--- config.mk ---
export PLATFORM = sky130hd
export DESIGN_NAME = buffered_serial_tx
export DESIGN_NICKNAME = d
export VERILOG_FILES = /design/src/rtl/buf_tx_pkg.sv /design/src/rtl/tx_datapath.sv /design/src/rtl/tx_control.sv /design/src/rtl/buffered_serial_tx.sv
export SDC_FILE = /design/constraint.sdc
export NUM_CORES = 1
export LEC_CHECK = 0
export ABC_AREA = 1
export BUFFER_PORTS_ARGS = -buffer_cell sky130_fd_sc_hd__buf_2
export CORE_MARGIN = 2
export CORE_UTILIZATION = 55
export DETAILED_ROUTE_END_ITERATION = 12
export PLACE_DENSITY = 0.74
export SLEW_MARGIN = 20
export SYNTH_ARGS = -nofsm -noshare
export SYNTH_HDL_FRONTEND = slang
export SYNTH_SLANG_ARGS = --single-unit
--- constraint.sdc ---
create_clock -name clk -period 2.4 [get_ports clk]
set_input_delay 0.12 -clock clk [delete_from_list [all_inputs] [get_ports clk]]
set_output_delay 0.12 -clock clk [all_outputs]
set_load 0.02 [all_outputs]
--- src/rtl/buf_tx_pkg.sv ---
package buf_tx_pkg;

  // Strobes from the control unit to the datapath
  typedef struct packed {
    logic capture;  // take wrData into the holding buffer
    logic load;     // build a frame from the buffer into the shifter
    logic shift;    // advance the shifter by one bit
  } txStrobe_t;

endpackage

--- src/rtl/tx_datapath.sv ---
module tx_datapath
  import buf_tx_pkg::*;
#(
  parameter int DATA_W    = 9,
  parameter int MAX_FRAME = 13,
  parameter int IDX_W     = 4
) (
  input  logic              clk,
  input  logic              rst_n,
  input  txStrobe_t         strb,
  input  logic              busy,
  input  logic [DATA_W-1:0] wrData,
  input  logic [2:0]        cfgDataBits,
  input  logic              cfgTwoStop,
  input  logic [1:0]        cfgParity,
  output logic [IDX_W-1:0]  frameLen,
  output logic              txd
);

  logic [DATA_W-1:0]    bufData;
  logic [MAX_FRAME-1:0] shiftReg;
  logic [MAX_FRAME-1:0] frameVec;
  logic [MAX_FRAME-1:0] dataExt;
  logic [DATA_W-1:0]    dataMask;
  logic [IDX_W-1:0]     nBits;
  logic                 parEn;
  logic                 parBit;

  assign parEn   = cfgParity[1];
  assign dataExt = {{(MAX_FRAME-DATA_W){1'b1}}, bufData};

  always_comb begin
    if (cfgDataBits >= 3'd4) nBits = IDX_W'(DATA_W);
    else                     nBits = IDX_W'(cfgDataBits) + IDX_W'(5);
  end

  // Only the bits that are actually sent count towards parity
  always_comb begin
    for (int i = 0; i < DATA_W; i++) begin
      dataMask[i] = (IDX_W'(i) < nBits);
    end
  end

  assign parBit = (^(bufData & dataMask)) ^ cfgParity[0];

  // Bit 0 is the first bit on the line
  always_comb begin
    for (int j = 0; j < MAX_FRAME; j++) begin
      if (j == 0)                                      frameVec[j] = 1'b0;
      else if (IDX_W'(j - 1) < nBits)                  frameVec[j] = dataExt[j-1];
      else if (parEn && (IDX_W'(j) == nBits + IDX_W'(1))) frameVec[j] = parBit;
      else                                             frameVec[j] = 1'b1;
    end
  end

  assign frameLen = IDX_W'(1) + nBits + IDX_W'(parEn) + (cfgTwoStop ? IDX_W'(2) : IDX_W'(1));

  always_ff @(posedge clk or negedge rst_n) begin
    if (!rst_n) begin
      bufData  <= '0;
      shiftReg <= '1;
    end else begin
      if (strb.capture) bufData <= wrData;
      if (strb.load)       shiftReg <= frameVec;
      else if (strb.shift) shiftReg <= {1'b1, shiftReg[MAX_FRAME-1:1]};
    end
  end

  assign txd = busy ? shiftReg[0] : 1'b1;

endmodule

--- src/rtl/tx_control.sv ---
module tx_control
  import buf_tx_pkg::*;
#(
  parameter int TICKS_NORMAL = 16,
  parameter int TICKS_DOUBLE = 8,
  parameter int CNT_W        = 4,
  parameter int IDX_W        = 4
) (
  input  logic             clk,
  input  logic             rst_n,
  input  logic             baudTick,
  input  logic             wrEn,
  input  logic             cfgDoubleSpeed,
  input  logic [IDX_W-1:0] frameLen,
  output txStrobe_t        strb,
  output logic             busy,
  output logic             dataEmpty,
  output logic             txDone
);

  localparam logic [CNT_W-1:0] LAST_NORMAL = CNT_W'(TICKS_NORMAL - 1);
  localparam logic [CNT_W-1:0] LAST_DOUBLE = CNT_W'(TICKS_DOUBLE - 1);

  logic             bufValid;
  logic [CNT_W-1:0] tickCnt;
  logic [CNT_W-1:0] lastTick;
  logic [IDX_W-1:0] bitIdx;
  logic [IDX_W-1:0] lastIdx;
  logic             bitEnd;
  logic             frameEnd;
  logic             accept;
  logic             loadNow;

  always_comb begin
    bitEnd       = busy && baudTick && (tickCnt == lastTick);
    frameEnd     = bitEnd && (bitIdx == lastIdx);
    accept       = wrEn && !bufValid;
    loadNow      = bufValid && (!busy || frameEnd);
    strb.capture = accept;
    strb.load    = loadNow;
    strb.shift   = bitEnd && !frameEnd;
  end

  always_ff @(posedge clk or negedge rst_n) begin
    if (!rst_n) begin
      bufValid <= 1'b0;
      busy     <= 1'b0;
      tickCnt  <= '0;
      lastTick <= LAST_NORMAL;
      bitIdx   <= '0;
      lastIdx  <= '0;
      txDone   <= 1'b0;
    end else begin
      if (accept)       bufValid <= 1'b1;
      else if (loadNow) bufValid <= 1'b0;

      if (loadNow) begin
        busy     <= 1'b1;
        tickCnt  <= '0;
        bitIdx   <= '0;
        lastIdx  <= frameLen - IDX_W'(1);
        lastTick <= cfgDoubleSpeed ? LAST_DOUBLE : LAST_NORMAL;
      end else begin
        if (frameEnd) busy <= 1'b0;
        if (busy && baudTick) tickCnt <= bitEnd ? '0 : tickCnt + CNT_W'(1);
        if (strb.shift) bitIdx <= bitIdx + IDX_W'(1);
      end

      if (accept)                     txDone <= 1'b0;
      else if (frameEnd && !bufValid) txDone <= 1'b1;
    end
  end

  assign dataEmpty = !bufValid;

endmodule

--- src/rtl/buffered_serial_tx.sv ---
module buffered_serial_tx
  import buf_tx_pkg::*;
#(
  parameter int DATA_W       = 9,
  parameter int TICKS_NORMAL = 16,
  parameter int TICKS_DOUBLE = 8
) (
  input  logic              clk,
  input  logic              rst_n,
  input  logic              baudTick,
  input  logic              wrEn,
  input  logic [DATA_W-1:0] wrData,
  input  logic [2:0]        cfgDataBits,
  input  logic              cfgTwoStop,
  input  logic [1:0]        cfgParity,
  input  logic              cfgDoubleSpeed,
  output logic              txd,
  output logic              dataEmpty,
  output logic              txDone
);

  localparam int MAX_FRAME = DATA_W + 4;
  localparam int IDX_W     = $clog2(MAX_FRAME + 1);
  localparam int MAX_TICKS = (TICKS_NORMAL > TICKS_DOUBLE) ? TICKS_NORMAL : TICKS_DOUBLE;
  localparam int CNT_W     = (MAX_TICKS > 2) ? $clog2(MAX_TICKS) : 1;

  txStrobe_t        strb;
  logic             shifterBusy;
  logic [IDX_W-1:0] frameLen;

  tx_control #(
    .TICKS_NORMAL(TICKS_NORMAL),
    .TICKS_DOUBLE(TICKS_DOUBLE),
    .CNT_W       (CNT_W),
    .IDX_W       (IDX_W)
  ) ctrl_i (
    .clk           (clk),
    .rst_n         (rst_n),
    .baudTick      (baudTick),
    .wrEn          (wrEn),
    .cfgDoubleSpeed(cfgDoubleSpeed),
    .frameLen      (frameLen),
    .strb          (strb),
    .busy          (shifterBusy),
    .dataEmpty     (dataEmpty),
    .txDone        (txDone)
  );

  tx_datapath #(
    .DATA_W   (DATA_W),
    .MAX_FRAME(MAX_FRAME),
    .IDX_W    (IDX_W)
  ) dp_i (
    .clk        (clk),
    .rst_n      (rst_n),
    .strb       (strb),
    .busy       (shifterBusy),
    .wrData     (wrData),
    .cfgDataBits(cfgDataBits),
    .cfgTwoStop (cfgTwoStop),
    .cfgParity  (cfgParity),
    .frameLen   (frameLen),
    .txd        (txd)
  );

endmodule

== Yosys cells after proc, flatten, opt, wreduce, memory -nomap -nowiden ==
Index checks and enable logic that the tools add are counted.

* Register bits after elaboration: 41
* Logic and storage cells: 115

* Add/subtract/negate cells: 7
* Magnitude comparators: 13
* Equality and inequality tests: 14
* Muxes and demuxes: 41
* Bitwise logic cells: 2
* Reduce and logical (&&, ||, !) cells: 29

{| class="wikitable"
|+ Operators with widths
! kind !! count
|-
| 1-bit two-way mux || 31
|-
| 4-bit two-way mux || 7
|-
| 13-bit two-way mux || 2
|-
| 4-bit equality test, first input constant || 5
|-
| 1-bit logical AND || 19
|-
| 3-bit by 4-bit equality test with 1-bit output, first input constant || 4
|-
| 3-bit by 4-bit < comparator with 1-bit output, first input constant || 4
|-
| 4-bit < comparator, first input constant || 4
|-
| 4-bit by 1-bit adder with 4-bit output, second input constant || 3
|-
| 2-bit nonzero test || 5
|-
| 9-bit bitwise AND || 1
|-
| 9-bit XOR reduction || 1
|-
| 2-bit by 4-bit equality test with 1-bit output, first input constant || 2
|-
| 4-bit equality test || 2
|-
| 1-bit by 4-bit < comparator with 1-bit output, first input constant || 2
|-
| 2-bit by 4-bit < comparator with 1-bit output, first input constant || 2
|-
| 3-bit by 3-bit adder with 4-bit output, second input constant || 1
|-
| 4-bit by 1-bit adder with 4-bit output || 1
|-
| 4-bit adder || 1
|-
| 1-bit by 4-bit equality test with 1-bit output, first input constant || 1
|-
| 4-bit by 1-bit subtractor with 4-bit output, second input constant || 1
|-
| 3-bit greater-or-equal comparator, second input constant || 1
|-
| 1-bit logical NOT || 3
|-
| 2-bit two-way mux || 1
|-
| 2 further kinds || 2
|}

== Depth between registers and ports, before layout ==
Gate-level depths: netlist of run 1.

* Depth after elaboration: 9
* Mapped depth: 23

== By module ==
Synthesis of run 1 repeated with hierarchy kept, for this count alone.

* Cells, all modules: 379
* Area total of the unflattened synthesis: 2722.6 µm²

{| class="wikitable"
|+ By module, submodules not included
! module !! instances !! cells an instance !! area an instance (µm²)
|-
| tx_datapath || 1 || 264 || 1803.0
|-
| tx_control || 1 || 115 || 919.6
|}

== Worst setup path before layout of run 1 ==
OpenSTA, ideal clock, no wires.

* Kind: input-to-reg
* Start: input port cfgDataBits[0]
* End: register dp_i.shiftReg[9]
* Library setup time: 0.076 ns
* Arrival: 2.033 ns
* Required time: 2.324 ns
* Slack: 0.291 ns
* Cell stages on the path: 21
* Buffers on the path: 1
* Path through: inv_1 ha_1 inv_1 nor2_1 inv_1 ha_1 nor2_1 o21ai_1 inv_1 nand2_1 nand2_1 nand3_1 nand2_1 nand3_1 nand2_2 buf_6 nand2_2 nand2_1 nand2_1 nand2_1 nand2_1

* Longest elaborated chain between the ends: 9
* Elaborated cells on any way between the ends: 21
* Those cells by class: add/sub: 2; order compare: 10; eq/ne: 1; mux: 4; bitwise: 2; reduce/logical: 2

{| class="wikitable"
|+ Ends and longest elaborated chain
! item !! line !! text
|-
| start, declared || buffered_serial_tx.sv:13 || <nowiki>input logic [2:0] cfgDataBits,</nowiki>
|-
| 3-bit by 3-bit adder with 4-bit output / 3-bit greater-or-equal comparator (equally long branches) || tx_datapath.sv:34, tx_datapath.sv:33 ||
|-
| 4-bit two-way mux (*) || tx_datapath.sv:33 || <nowiki>if (cfgDataBits >= 3'd4) nBits = IDX_W'(DATA_W);</nowiki>
|-
| 1-bit by 4-bit < comparator with 1-bit output, or another cell as far along || tx_datapath.sv:40 || <nowiki>dataMask[i] = (IDX_W'(i) < nBits);</nowiki>
|-
| 9-bit bitwise AND || tx_datapath.sv:44 || <nowiki>assign parBit = (^(bufData & dataMask)) ^ cfgParity[0];</nowiki>
|-
| 9-bit XOR reduction || tx_datapath.sv:44 ||
|-
| 1-bit bitwise XOR || tx_datapath.sv:44 ||
|-
| 1-bit two-way mux || tx_datapath.sv:51 || <nowiki>else if (parEn && (IDX_W'(j) == nBits + IDX_W'(1))) frameVec[j] = parBit;</nowiki>
|-
| 1-bit two-way mux (*) || tx_datapath.sv:50 || <nowiki>else if (IDX_W'(j - 1) < nBits) frameVec[j] = dataExt[j-1];</nowiki>
|-
| 13-bit two-way mux (*) || tx_datapath.sv:64 || <nowiki>if (strb.load) shiftReg <= frameVec;</nowiki>
|-
| end signal, assigned || tx_datapath.sv:64 ||
|-
| end signal, assigned || tx_datapath.sv:65 || <nowiki>else if (strb.shift) shiftReg <= {1'b1, shiftReg[MAX_FRAME-1:1]};</nowiki>
|-
| end, declared || tx_datapath.sv:21 || <nowiki>logic [MAX_FRAME-1:0] shiftReg;</nowiki>
|}

Every way passes the cells marked *; elsewhere a longest branch is shown, timed or not.
A chain may end at the register's enable or synchronous reset.

== Final worst setup path of run 1 ==
* Start: register ctrl_i.tickCnt[0]
* End: register ctrl_i.bitIdx[1]

* Longest elaborated chain between the ends: 6
* Elaborated cells on any way between the ends: 9
* Those cells by class: eq/ne: 1; mux: 1; reduce/logical: 7

{| class="wikitable"
|+ Ends and longest elaborated chain
! item !! line !! text
|-
| start, declared || tx_control.sv:25 || <nowiki>logic [CNT_W-1:0] tickCnt;</nowiki>
|-
| start signal, assigned || tx_control.sv:65 || <nowiki>if (busy && baudTick) tickCnt <= bitEnd ? '0 : tickCnt + CNT_W'(1);</nowiki>
|-
| 4-bit equality test (*) || tx_control.sv:35 || <nowiki>bitEnd = busy && baudTick && (tickCnt == lastTick);</nowiki>
|-
| 1-bit logical AND (*) || tx_control.sv:35 ||
|-
| 1-bit logical AND || tx_control.sv:36 || <nowiki>frameEnd = bitEnd && (bitIdx == lastIdx);</nowiki>
|-
| 1-bit logical OR / 1-bit logical NOT (equally long branches) || tx_control.sv:38, tx_control.sv:41 ||
|-
| 1-bit logical AND (on tied branches) || tx_control.sv:38, tx_control.sv:41 ||
|-
| 4-bit two-way mux / 2-bit nonzero test (equally long branches) || -- ||
|-
| end signal, assigned || tx_control.sv:66 || <nowiki>if (strb.shift) bitIdx <= bitIdx + IDX_W'(1);</nowiki>
|-
| end, declared || tx_control.sv:27 || <nowiki>logic [IDX_W-1:0] bitIdx;</nowiki>
|}

Marks and branches as above.

==> run_results.csv, run 1 <==
group,metric,value,unit
status,outcome,"finished clean",
critical_path,critPathSlowestCell,"dfrtp_1",
sta,fin_hold_ws,0.0248,ns
final_layout,diodes,0,
placed_design,dp_hpwl,4000,um
clock_network,cts_tree,"done",
placed_design,place_worst_setup_slack,-0.0697,ns
critical_path,startpoint_type,"register",
power,pwr-share-clk,0.216,
floorplanning,fp.dieArea,0.00534,mm2
sta,tightest_slew,0.847,ns
global_routing,grt_use_met2,0.343,
final_layout,final_util,0.629,
synthesis,synth_top_area_frac,0.229,
sta,hold_viol_final,0,
clock_network,post_cts_buffers,0,
global_routing,top_usage_layer,"met2",
clock_network,cts_buffers,5,
global_routing,antenna_found_initial,0,
global_routing,grt_pass1_vias,2051,
global_routing,track_usage,0.218,
synthesis,synth_top_area_cell,"dfrtp_1",
synthesis,synth_common_cells,"nand2_1 (115), inv_1 (54), nor2_1 (53)",
sta,rsz0062_at_grt,"no",
power,switching_share,0.379,
global_routing,grt_max_degree,39,
sta,slew_headroom,0.435,
synthesis,async_reset_ff_frac,1.00,
routing,route.antenna.remaining_nets,0,
sta,max_freq,0.464,GHz
power,p_int,1.35,mW
flow_run,maxCapViolCount,0,
floorplanning,die_y,73.1,um
floorplanning,rows,25,
power,p_switching,0.823,mW
floorplanning,initial_core_util,0.563,
critical_path,path_cells,"ha_1 -> inv_1 -> nor3_2 -> nand2_1 -> inv_2 -> nand4_1 -> nand2_1 -> nand2_4 -> nand2_2 -> inv_2 -> a32oi_1 -> inv_1",
power,power.density,741,mW/mm2
power,p_leak,1.56,nW
synthesis,syn_nets,416,
synthesis,yosysSeqAreaShare,0.369,
synthesis,synth_cell_types,31,
power,vdd_ir_drop_max,0.000361,V
synthesis,synth-edff-count,0,
floorplanning,core,0.00466,mm2
synthesis,syn_area_per_cell,6.96,um2
sta,setup_ws,0.243,ns
placed_design,place.gp.congestion,0.890,
critical_path,cp_slowest_stage_delay,0.40,ns
routing,drtPass1Iterations,4,
critical_path,reg2reg_setup_slack,0.24,ns
global_routing,grt_use_met1,0.301,
final_layout,nNetsFinal,446,
critical_path,crit_fanout,20,
power,seq_power_share,0.436,
synthesis,syn-cell-area,0.00263,mm2
clock_network,clock_path_buffers,2,
sta,setup_viol,0,
synthesis,ys_ff_latch,38,
power,comb_power_share,0.348,
routing,drt_iter0_drc,138,
sta,period_needed,2.16,ns
floorplanning,ios,23,
clock_network,clk_pin_slew_worst_paths,0.08,ns
hold_path,hold_class,"in2reg",
floorplanning,die_x,73.1,um
global_routing,grt_pass1_wl,9050,um
synthesis,syn_inst,377,
routing,drc_errors,0,
clock_network,root_buffer,"clkbuf_8",
clock_network,clk_latency,0.30,ns
routing,vias,2283,
routing,wire_per_inst,11.5,um
placed_design,portBuffers,22,
final_layout,syn2layout_area_growth,11.6,%
global_routing,overflow,0,
critical_path,crit_type,"reg2reg",
critical_path,crit_family,"simple AND/OR/NAND/NOR gates",
sta,fin_skew,0.00618,ns
clock_network,h-tree-depth,2,
final_layout,drive_gt1_frac,0.196,
routing,viasPerCell,4.94,
routing,postRouteWirelength,5320,um
synthesis,synthTopCellsByArea,"dfrtp_1 (23%), nand2_1 (16%), dfstp_2 (14%)",
sta,fin_crit_sh,0.899,
synthesis,synth_flop_cell,"dfrtp_1",
global_routing,grt_use_met3,0.0428,
critical_path,crit_required,2.59,ns
synthesis,synth.most_common_cell,"nand2_1",
synthesis,yosysWarnings,0,
critical_path,crit_buf_inv,4,
sta,slew_violations,0,
final_layout,fill_cells,438,
critical_path,endpoint_kind,"register",
clock_network,cts.sinks,38,
critical_path,worstPathArrival,2.35,ns
[cell usage in the layout, fill, tap and decap left out, types with 12 or more instances in the layout]
| master | count |
|---|---|
| o21ai_0 | 19 |
| ha_1 | 18 |
| dfstp_2 | 14 |
| dfrtp_1 | 24 |
| nor2_1 | 52 |
| buf_2 | 22 |
| nand3_1 | 13 |
| inv_1 | 54 |
| a21oi_1 | 12 |
| nand2_1 | 115 |
| nand2_2 | 14 |
[stage by stage]
step,TNS (ns),power [mW],instances,instance area [um2]
floorplan,0,1.56,377,2630
global placement,0,1.65,452,2800
detailed placement,-0.266,1.68,452,2800
CTS,0,2.17,462,2920
global route,0,2.34,462,2930
finish,0,2.17,462,2930
[path summary, 6_finish.rpt]
| kind | from | end | cells past startpoint |
|---|---|---|---|
| worst min-delay path | wrData[7] | dp_i.bufData[7]$_DFFE_PN0P_ | 3 |
| max in group asynchronous | rst_n | dp_i.bufData[3]$_DFFE_PN0P_ | 2 |
| worst min register to register | dp_i.shiftReg[9]$_DFFE_PN1P_ | dp_i.shiftReg[9]$_DFFE_PN1P_ | 2 |
| min in group asynchronous | rst_n | ctrl_i.tickCnt[0]$_DFFE_PN0P_ | 2 |
| worst max register to register | ctrl_i.tickCnt[0]$_DFFE_PN0P_ | ctrl_i.bitIdx[1]$_DFFE_PN0P_ | 12 |
| worst max-delay path | ctrl_i.tickCnt[0]$_DFFE_PN0P_ | ctrl_i.bitIdx[1]$_DFFE_PN0P_ | 12 |
[power by group through the flow]
stage | registers (mW) | clock network [mW] | logic [mW]
6_report | 0.947 | 0.468 | 0.756
5_1_grt | 0.970 | 0.498 | 0.869
4_1_cts | 0.947 | 0.482 | 0.738
3_5_place_dp | 0.957 | 0 | 0.725
3_3_place_gp | 0.952 | 0 | 0.702
2_1_floorplan | 0.927 | 0 | 0.633
[worst register-to-register path, stage by stage (launching register included)]
cell     delay (ns)
dfrtp_1        0.40
ha_1           0.17
inv_1          0.06
nor3_2         0.20
nand2_1        0.08
inv_2          0.12
nand4_1        0.21
nand2_1        0.20
nand2_4        0.13
nand2_2        0.13
inv_2          0.14
a32oi_1        0.18
inv_1          0.05
[cell families after synthesis]
| logic type | after synthesis | share of synthesized area |
|---|---|---|
| simple gates | 208 | 0.334 |
| buf+inv | 68 | 0.105 |
| compound gates | 38 | 0.0791 |
| flops | 38 | 0.369 |
| fa+ha+maj | 19 | 0.0934 |
| xor+xnor | 6 | 0.0200 |
[repair_timing]
item                       in CTS  in global routing
setup endpoints to repair       0                 13
hold buffers                    2                  0
gates resized for setup         0                  4
hold endpoints to repair       25                  0
[state kept, by name (all words and copies together) (netlist names)]
signal / flops
dp_i.shiftReg: 13
dp_i.bufData: 9
ctrl_i.bitIdx: 4
ctrl_i.lastIdx: 4
ctrl_i.tickCnt: 4
ctrl_i.bufValid: 1
ctrl_i.busy: 1
ctrl_i.lastTick: 1
ctrl_i.txDone: 1
[routing by layer]
layer,share of wire,routed length (um)
met4,0.017,89
met2,0.45,2390
met1,0.49,2610
met3,0.042,222
met5,0,0
[area by class of cell]
type / count / area [um2] / share of cell area
Multi-Input combinational cell: 271 / 1390 / 0.476
Tap cell: 54 / 67.6 / 0.0231
Timing Repair Buffer: 30 / 175 / 0.0598
Inverter: 61 / 230 / 0.0786
Clock inverter: 2 / 12.5 / 0.00427
Clock buffer: 6 / 82.6 / 0.0282
Sequential cell: 38 / 968 / 0.330
Note: power is estimated with default switching activity, not from simulation.
==> run 2: changes to the inputs <==
Clock period 2.4 ns to 2 ns, I/O delays scaled along.
==> run 2 against run 1 <==
  * Largest power group is now combinational logic
  * First-iteration DRC count is 8.7% lower
  * Via count rose by 13%
  * Total power increased by 49%
  * Largest cell class unchanged
  * Critical endpoint is now dp_i.shiftReg[3]$_DFFE_PN1P_
==> run_results.csv, run 2 (synthesis results as in run 1) <==
group,metric,value,unit
global_routing,grt_pass1_wl,10500,um
critical_path,crit_required,2.24,ns
sta,setup_viol,0,
power,pwr-share-clk,0.245,
floorplanning,die_y,73.1,um
clock_network,root_buffer,"clkbuf_8",
placed_design,portBuffers,22,
floorplanning,rows,25,
clock_network,clock_path_buffers,2,
placed_design,placed_cell_area,0.00309,mm2
routing,wire_per_inst,12.7,um
clock_network,h-tree-depth,2,
power,comb_power_share,0.405,
critical_path,crit_buf_inv,7,
final_layout,fin_cells,512,
hold_path,min_path_cells,3,
final_layout,nNetsFinal,496,
final_layout,largest_reg_flops,13,
critical_path,critPathSlowestCell,"ha_4",
global_routing,grt_max_degree,39,
routing,vias,2577,
sta,hold_viol_final,0,
critical_path,crit_type,"in2reg",
sta,period_needed,1.91,ns
critical_path,startpoint_type,"primary input",
routing,route.antenna.remaining_nets,0,
critical_path,worstRegToRegCells,10,
critical_path,crit_family,"simple AND/OR/NAND/NOR gates",
clock_network,clk_pin_slew_worst_paths,0.08,ns
floorplanning,fp.dieArea,0.00534,mm2
status,outcome,"finished clean",
final_layout,reg_top3,"dp_i.shiftReg (13), dp_i.bufData (9)",
critical_path,crit_fanout,6,
critical_path,crit_path_frequent_cell,"nand2_1",
critical_path,path_cells,"buf_2 -> inv_1 -> ha_4 -> inv_2 -> nor2_4 -> inv_2 -> ha_4 -> inv_2 -> o21ai_2 -> nor2_4 -> inv_2 -> nand2_2 -> nand2_1 -> nand2_1 -> nand2_2 -> inv_2 -> nand2_4 -> nand2_4 -> nand2_2 -> nand2_1 -> nand2_1 -> nand2_1 -> nand2_1",
critical_path,cp_slowest_stage_delay,0.27,ns
power,switching_share,0.371,
power,p_switching,1.20,mW
critical_path,r2r_start,"ctrl_i.lastIdx[1]$_DFFE_PN0P_",
sta,fin_crit_sh,0.954,
final_layout,final_util,0.765,
sta,tightest_slew,0.875,ns
critical_path,reg2reg_setup_slack,0.14,ns
flow_run,maxCapViolCount,0,
power,p_total,3.24,mW
clock_network,cts.sinks,38,
critical_path,worstPathArrival,2.15,ns
clock_network,cts_buffers,5,
sta,rsz0062_at_grt,"yes",
placed_design,dp_hpwl,4420,um
placed_design,place_inst,488,
hold_path,min-delay-start,"wrData[0]",
hold_path,whs_endpoint,"dp_i.bufData[0]$_DFFE_PN0P_",
clock_network,clk_latency,0.30,ns
sta,fin_hold_ws,0.00418,ns
power,seq_power_share,0.350,
global_routing,track_usage,0.246,
floorplanning,core,0.00466,mm2
sta,fin_skew,0.00525,ns
sta,slew_headroom,0.417,
global_routing,grt_pass1_vias,2514,
critical_path,cp_num_cells,23,
final_layout,largest_register,"dp_i.shiftReg",
floorplanning,die_x,73.1,um
routing,postRouteWirelength,6500,um
power,power.density,909,mW/mm2
floorplanning,initial_core_util,0.563,
floorplanning,ios,23,
clock_network,cts_tree,"done",
power,vdd_ir_drop_max,0.000427,V
critical_path,endpoint_kind,"register",
placed_design,place.gp.congestion,0.906,
final_layout,final_common_cell,"nand2_1",
sta,max_freq,0.524,GHz
sta,slew_violations,0,
routing,drc_errors,0,
hold_path,hold_class,"in2reg",
power,p_leak,1.86,nW
power,p_int,2.04,mW
critical_path,rr_endpoint,"dp_i.shiftReg[11]$_DFFE_PN1P_",
global_routing,overflow,0,
global_routing,antenna_found_initial,0,
routing,drtPass1Iterations,6,
final_layout,final_area,0.00357,mm2
final_layout,syn2layout_area_growth,35.8,%
routing,viasPerCell,5.03,
final_layout,drive_gt1_frac,0.354,
final_layout,final_cell_mix,"nand2_1 (105), buf_4 (49), inv_1 (46), nor2_1 (46), dfrtp_1 (24)",
routing,drt_iter0_drc,126,
final_layout,diodes,0,
## run 2: area by class of cell
type                            instances  area (um2)
Multi-Input combinational cell        272        1570
Inverter                               61         234
Sequential cell                        38         968
Tap cell                               54        67.6
Clock buffer                            5        68.8
Fill cell                             361        1090
Clock inverter                          3        68.8
Timing Repair Buffer                   79         588
## run 2: how the worst max path moves through the flow
| stage | startpoint | to | slack (ns) |
|---|---|---|---|
| 5_1_grt | cfgDataBits[1] | dp_i.shiftReg[4]$_DFFE_PN1P_ | -0.09 |
| 6_report | cfgDataBits[1] | dp_i.shiftReg[3]$_DFFE_PN1P_ | 0.09 |
| 3_5_place_dp | cfgDataBits[0] | dp_i.shiftReg[1]$_DFFE_PN1P_ | -0.37 |
| 3_3_place_gp | cfgDataBits[0] | dp_i.shiftReg[2]$_DFFE_PN1P_ | -0.27 |
| 4_1_cts | cfgDataBits[0] | dp_i.shiftReg[8]$_DFFE_PN1P_ | -0.002 |
| 2_1_floorplan | cfgDataBits[0] | dp_i.shiftReg[9]$_DFFE_PN1P_ | 0.002 |
## run 2: worst min-delay path: stages
cell and delay, ns:
buf_2 0.07, nand2_1 0.04, nand2_1 0.05
## run 2: per-stage QoR
| stage | setup slack [ns] | setup TNS (ns) |
|---|---|---|
| after floorplan | 0.00234 | 0 |
| after global placement | -0.273 | -3.06 |
| after detailed placement | -0.370 | -4.34 |
| after CTS | -0.00209 | -0.00256 |
| after global routing | -0.0904 | -0.605 |
| final | 0.0914 | 0 |
## run 2: per-layer routing
metal / part of all wire / global-route usage / wire (um) / vias to the layer above
met3: 0.044 / 0.0401 / 286 / 14
met4: 0.015 / 0.0782 / 100 / 0
met1: 0.45 / 0.325 / 2900 / 1184
li1: - / - / - / 1314
met5: 0 / 0 / 0 / -
met2: 0.49 / 0.410 / 3220 / 65
## run 2: power by group through the flow
stage / Combinational [mW] / Clock [mW] / Sequential (mW)
final: 1.31 / 0.794 / 1.13
after global routing: 1.48 / 0.826 / 1.15
after CTS: 1.09 / 0.806 / 1.12
after detailed placement: 1.02 / 0 / 1.13
after global placement: 0.984 / 0 / 1.13
after floorplan: 0.762 / 0 / 1.11
## run 2: repair_timing
| item | in CTS | in global routing |
|---|---|---|
| setup endpoints to repair | 11 | 25 |
| hold buffers | 5 | 0 |
| setup buffers | 5 | 4 |
| hold endpoints to repair | 28 | 0 |
| pin swaps | 3 | 13 |
| cloned | 1 | 1 |
| resized for setup | 5 | 47 |
==> run 3: changes to the inputs <==
Settings changed: CORE_UTILIZATION 55 to 30, PLACE_DENSITY 0.74 to not set.
==> run 3 against run 2 <==
  * Non-clock buffer count decreased by 10
  * Clock power shrank 15%
  * Total power decreased by 4.3%
  * Sequential power about the same
  * Utilization down 36 points
  * Count of clock-buffer cells in the layout up 2
  * First-iteration DRC count decreased by 54%
  * Setup slack gained 0.039 ns
  * Critical path depth shrank 11
  * Largest cell class unchanged
  * Largest power group unchanged
==> run_results.csv, run 3 (synthesis results as in run 1) <==
group,metric,value,unit
critical_path,crit_required,2.24,ns
global_routing,grt_pass1_vias,2323,
critical_path,endpoint_kind,"register",
floorplanning,core,0.00859,mm2
final_layout,largest_reg_flops,13,
floorplanning,rows,34,
final_layout,seqCellArea,968,um2
hold_path,hold_class,"in2reg",
sta,setup_viol,0,
sta,slew_headroom,0.429,
placed_design,portBuffers,22,
sta,setup_ws,0.131,ns
critical_path,crit_type,"reg2reg",
clock_network,clk_pin_slew_worst_paths,0.07,ns
clock_network,clk_latency,0.30,ns
critical_path,cp_slowest_stage_delay,0.36,ns
final_layout,fill_cells,908,
routing,wire_per_inst,10.8,um
critical_path,worstPathArrival,2.11,ns
power,power.density,886,mW/mm2
global_routing,track_usage,0.128,
power,vdd_ir_drop_max,0.000664,V
floorplanning,initial_core_util,0.305,
sta,tightest_slew,0.857,ns
flow_run,maxCapViolCount,0,
status,outcome,"finished clean",
routing,route.antenna.remaining_nets,0,
routing,drc_errors,0,
floorplanning,die_y,97.5,um
sta,fin_crit_sh,0.935,
clock_network,h-tree-depth,2,
global_routing,grt_pass1_wl,10000,um
placed_design,place_worst_setup_slack,-0.385,ns
critical_path,crit_fanout,11,
final_layout,reg_top3,"dp_i.shiftReg (13), dp_i.bufData (9)",
global_routing,antenna_found_initial,0,
global_routing,overflow,0,
sta,slew_violations,0,
critical_path,reg2reg_setup_slack,0.13,ns
critical_path,crit_path_frequent_cell,"nand2_1",
sta,rsz0062_at_grt,"yes",
final_layout,drive_gt1_frac,0.330,
final_layout,largest_register,"dp_i.shiftReg",
routing,postRouteWirelength,6000,um
critical_path,path_cells,"ha_2 -> inv_2 -> nor3_4 -> nand2_1 -> inv_2 -> nand4_1 -> nand2_2 -> nand2_4 -> buf_4 -> o21ai_0 -> nand2_1 -> nand2_1",
clock_network,root_buffer,"clkbuf_8",
power,seq_power_share,0.362,
critical_path,critPathSlowestCell,"dfrtp_1",
sta,fin_skew,0.0101,ns
global_routing,grt_max_degree,39,
routing,viasPerCell,4.31,
routing,drt_iter0_drc,58,
routing,vias,2397,
routing,drtPass1Iterations,4,
floorplanning,ios,23,
placed_design,dp_hpwl,4450,um
floorplanning,die_x,97.5,um
power,comb_power_share,0.420,
power,pwr-share-clk,0.218,
final_layout,diodes,0,
critical_path,startpoint_type,"register",
clock_network,cts_tree,"done",
sta,max_freq,0.535,GHz
final_layout,final_util,0.407,
power,p_switching,1.14,mW
final_layout,final_cell_mix,"nand2_1 (107), nor2_1 (50), inv_1 (45), buf_4 (44), dfrtp_1 (24)",
sta,hold_viol_final,0,
power,switching_share,0.366,
clock_network,cts_buffers,5,
power,p_leak,1.79,nW
clock_network,cts.sinks,38,
final_layout,syn2layout_area_growth,33.3,%
final_layout,multi_input_area,0.00155,mm2
clock_network,clock_path_buffers,2,
final_layout,final_common_cell,"nand2_1",
sta,period_needed,1.87,ns
final_layout,nNetsFinal,486,
sta,fin_tns_setup,0,ns
floorplanning,fp.dieArea,0.00951,mm2
placed_design,place.gp.congestion,0.865,
power,p_int,1.97,mW
## run 3: changes by cell type in the layout (fill, tap and decap cells not counted), moves of 3 or more
| cell | change |
|---|---|
| nor2_2 | -3 |
| nor2_1 | +4 |
| buf_4 | -5 |
| inv_4 | +3 |
| buf_6 | +3 |
| dlygate4sd3_1 | -3 |
## run 3: metal layers
metal | vias to the layer above | wire length [um] | global-route usage
met5 | - | 0 | 0
met4 | 0 | 90 | 0.0395
met3 | 10 | 159 | 0.0295
met2 | 36 | 2810 | 0.214
met1 | 1057 | 2940 | 0.164
li1 | 1294 | - | -
## run 3: power by group through the flow
stage / combinational, mW / clock (mW) / sequential (mW)
after floorplan: 0.762 / 0 / 1.11
after CTS: 1.03 / 0.694 / 1.12
after detailed placement: 1.00 / 0 / 1.13
final: 1.30 / 0.677 / 1.12
after global placement: 0.990 / 0 / 1.13
after global routing: 1.47 / 0.732 / 1.15
## run 3: layout make-up
| class | count | share of cell area |
|---|---|---|
| clock buffer | 7 | 0.0247 |
| clock inverter | 1 | 0.00858 |
| tap | 108 | 0.0386 |
| timing repair buffer | 69 | 0.138 |
| multi-input combinational | 272 | 0.444 |
| inverter | 61 | 0.0690 |
| sequential | 38 | 0.277 |
## run 3: metrics by stage
stage	power (mW)	cells	cell area, um2	hold WS (ns)
6_report	3.10	556	3500	0.00336
2_1_floorplan	1.88	377	2640	-0.196
5_1_grt	3.36	556	3500	0.0112
3_3_place_gp	2.12	538	3120	0.262
4_1_cts	2.85	549	3280	0.00246
3_5_place_dp	2.14	538	3120	0.261
## run 3: worst paths after layout
| check | from | depth (start not counted) | to |
|---|---|---|---|
| setup / recovery | ctrl_i.tickCnt[1]$_DFFE_PN0P_ | 12 | dp_i.shiftReg[9]$_DFFE_PN1P_ |
| hold / removal | wrData[0] | 3 | dp_i.bufData[0]$_DFFE_PN0P_ |
| setup reg to reg | ctrl_i.tickCnt[1]$_DFFE_PN0P_ | 12 | dp_i.shiftReg[9]$_DFFE_PN1P_ |
| hold reg to reg | dp_i.shiftReg[3]$_DFFE_PN1P_ | 2 | dp_i.shiftReg[3]$_DFFE_PN1P_ |
| max in group asynchronous | rst_n | 2 | ctrl_i.busy$_DFFE_PN0P_ |
| min in group asynchronous | rst_n | 2 | ctrl_i.lastIdx[3]$_DFFE_PN0P_ |
## run 3: repair_timing
item,4_1_cts,5_1_grt
gates resized for setup,3,46
pin swaps,1,30
hold endpoints to repair,25,0
hold buffers,2,0
gates cloned,0,1
setup buffers,1,6
endpoints found under the setup margin,12,21
## run 3: worst max-delay path, delay by kind of cell (launching register included)
kind	cells	cell delay, ns
flops	1	0.36
compound gates	1	0.12
buf+inv	3	0.30
fa+ha+maj	1	0.17
simple gates	7	0.85
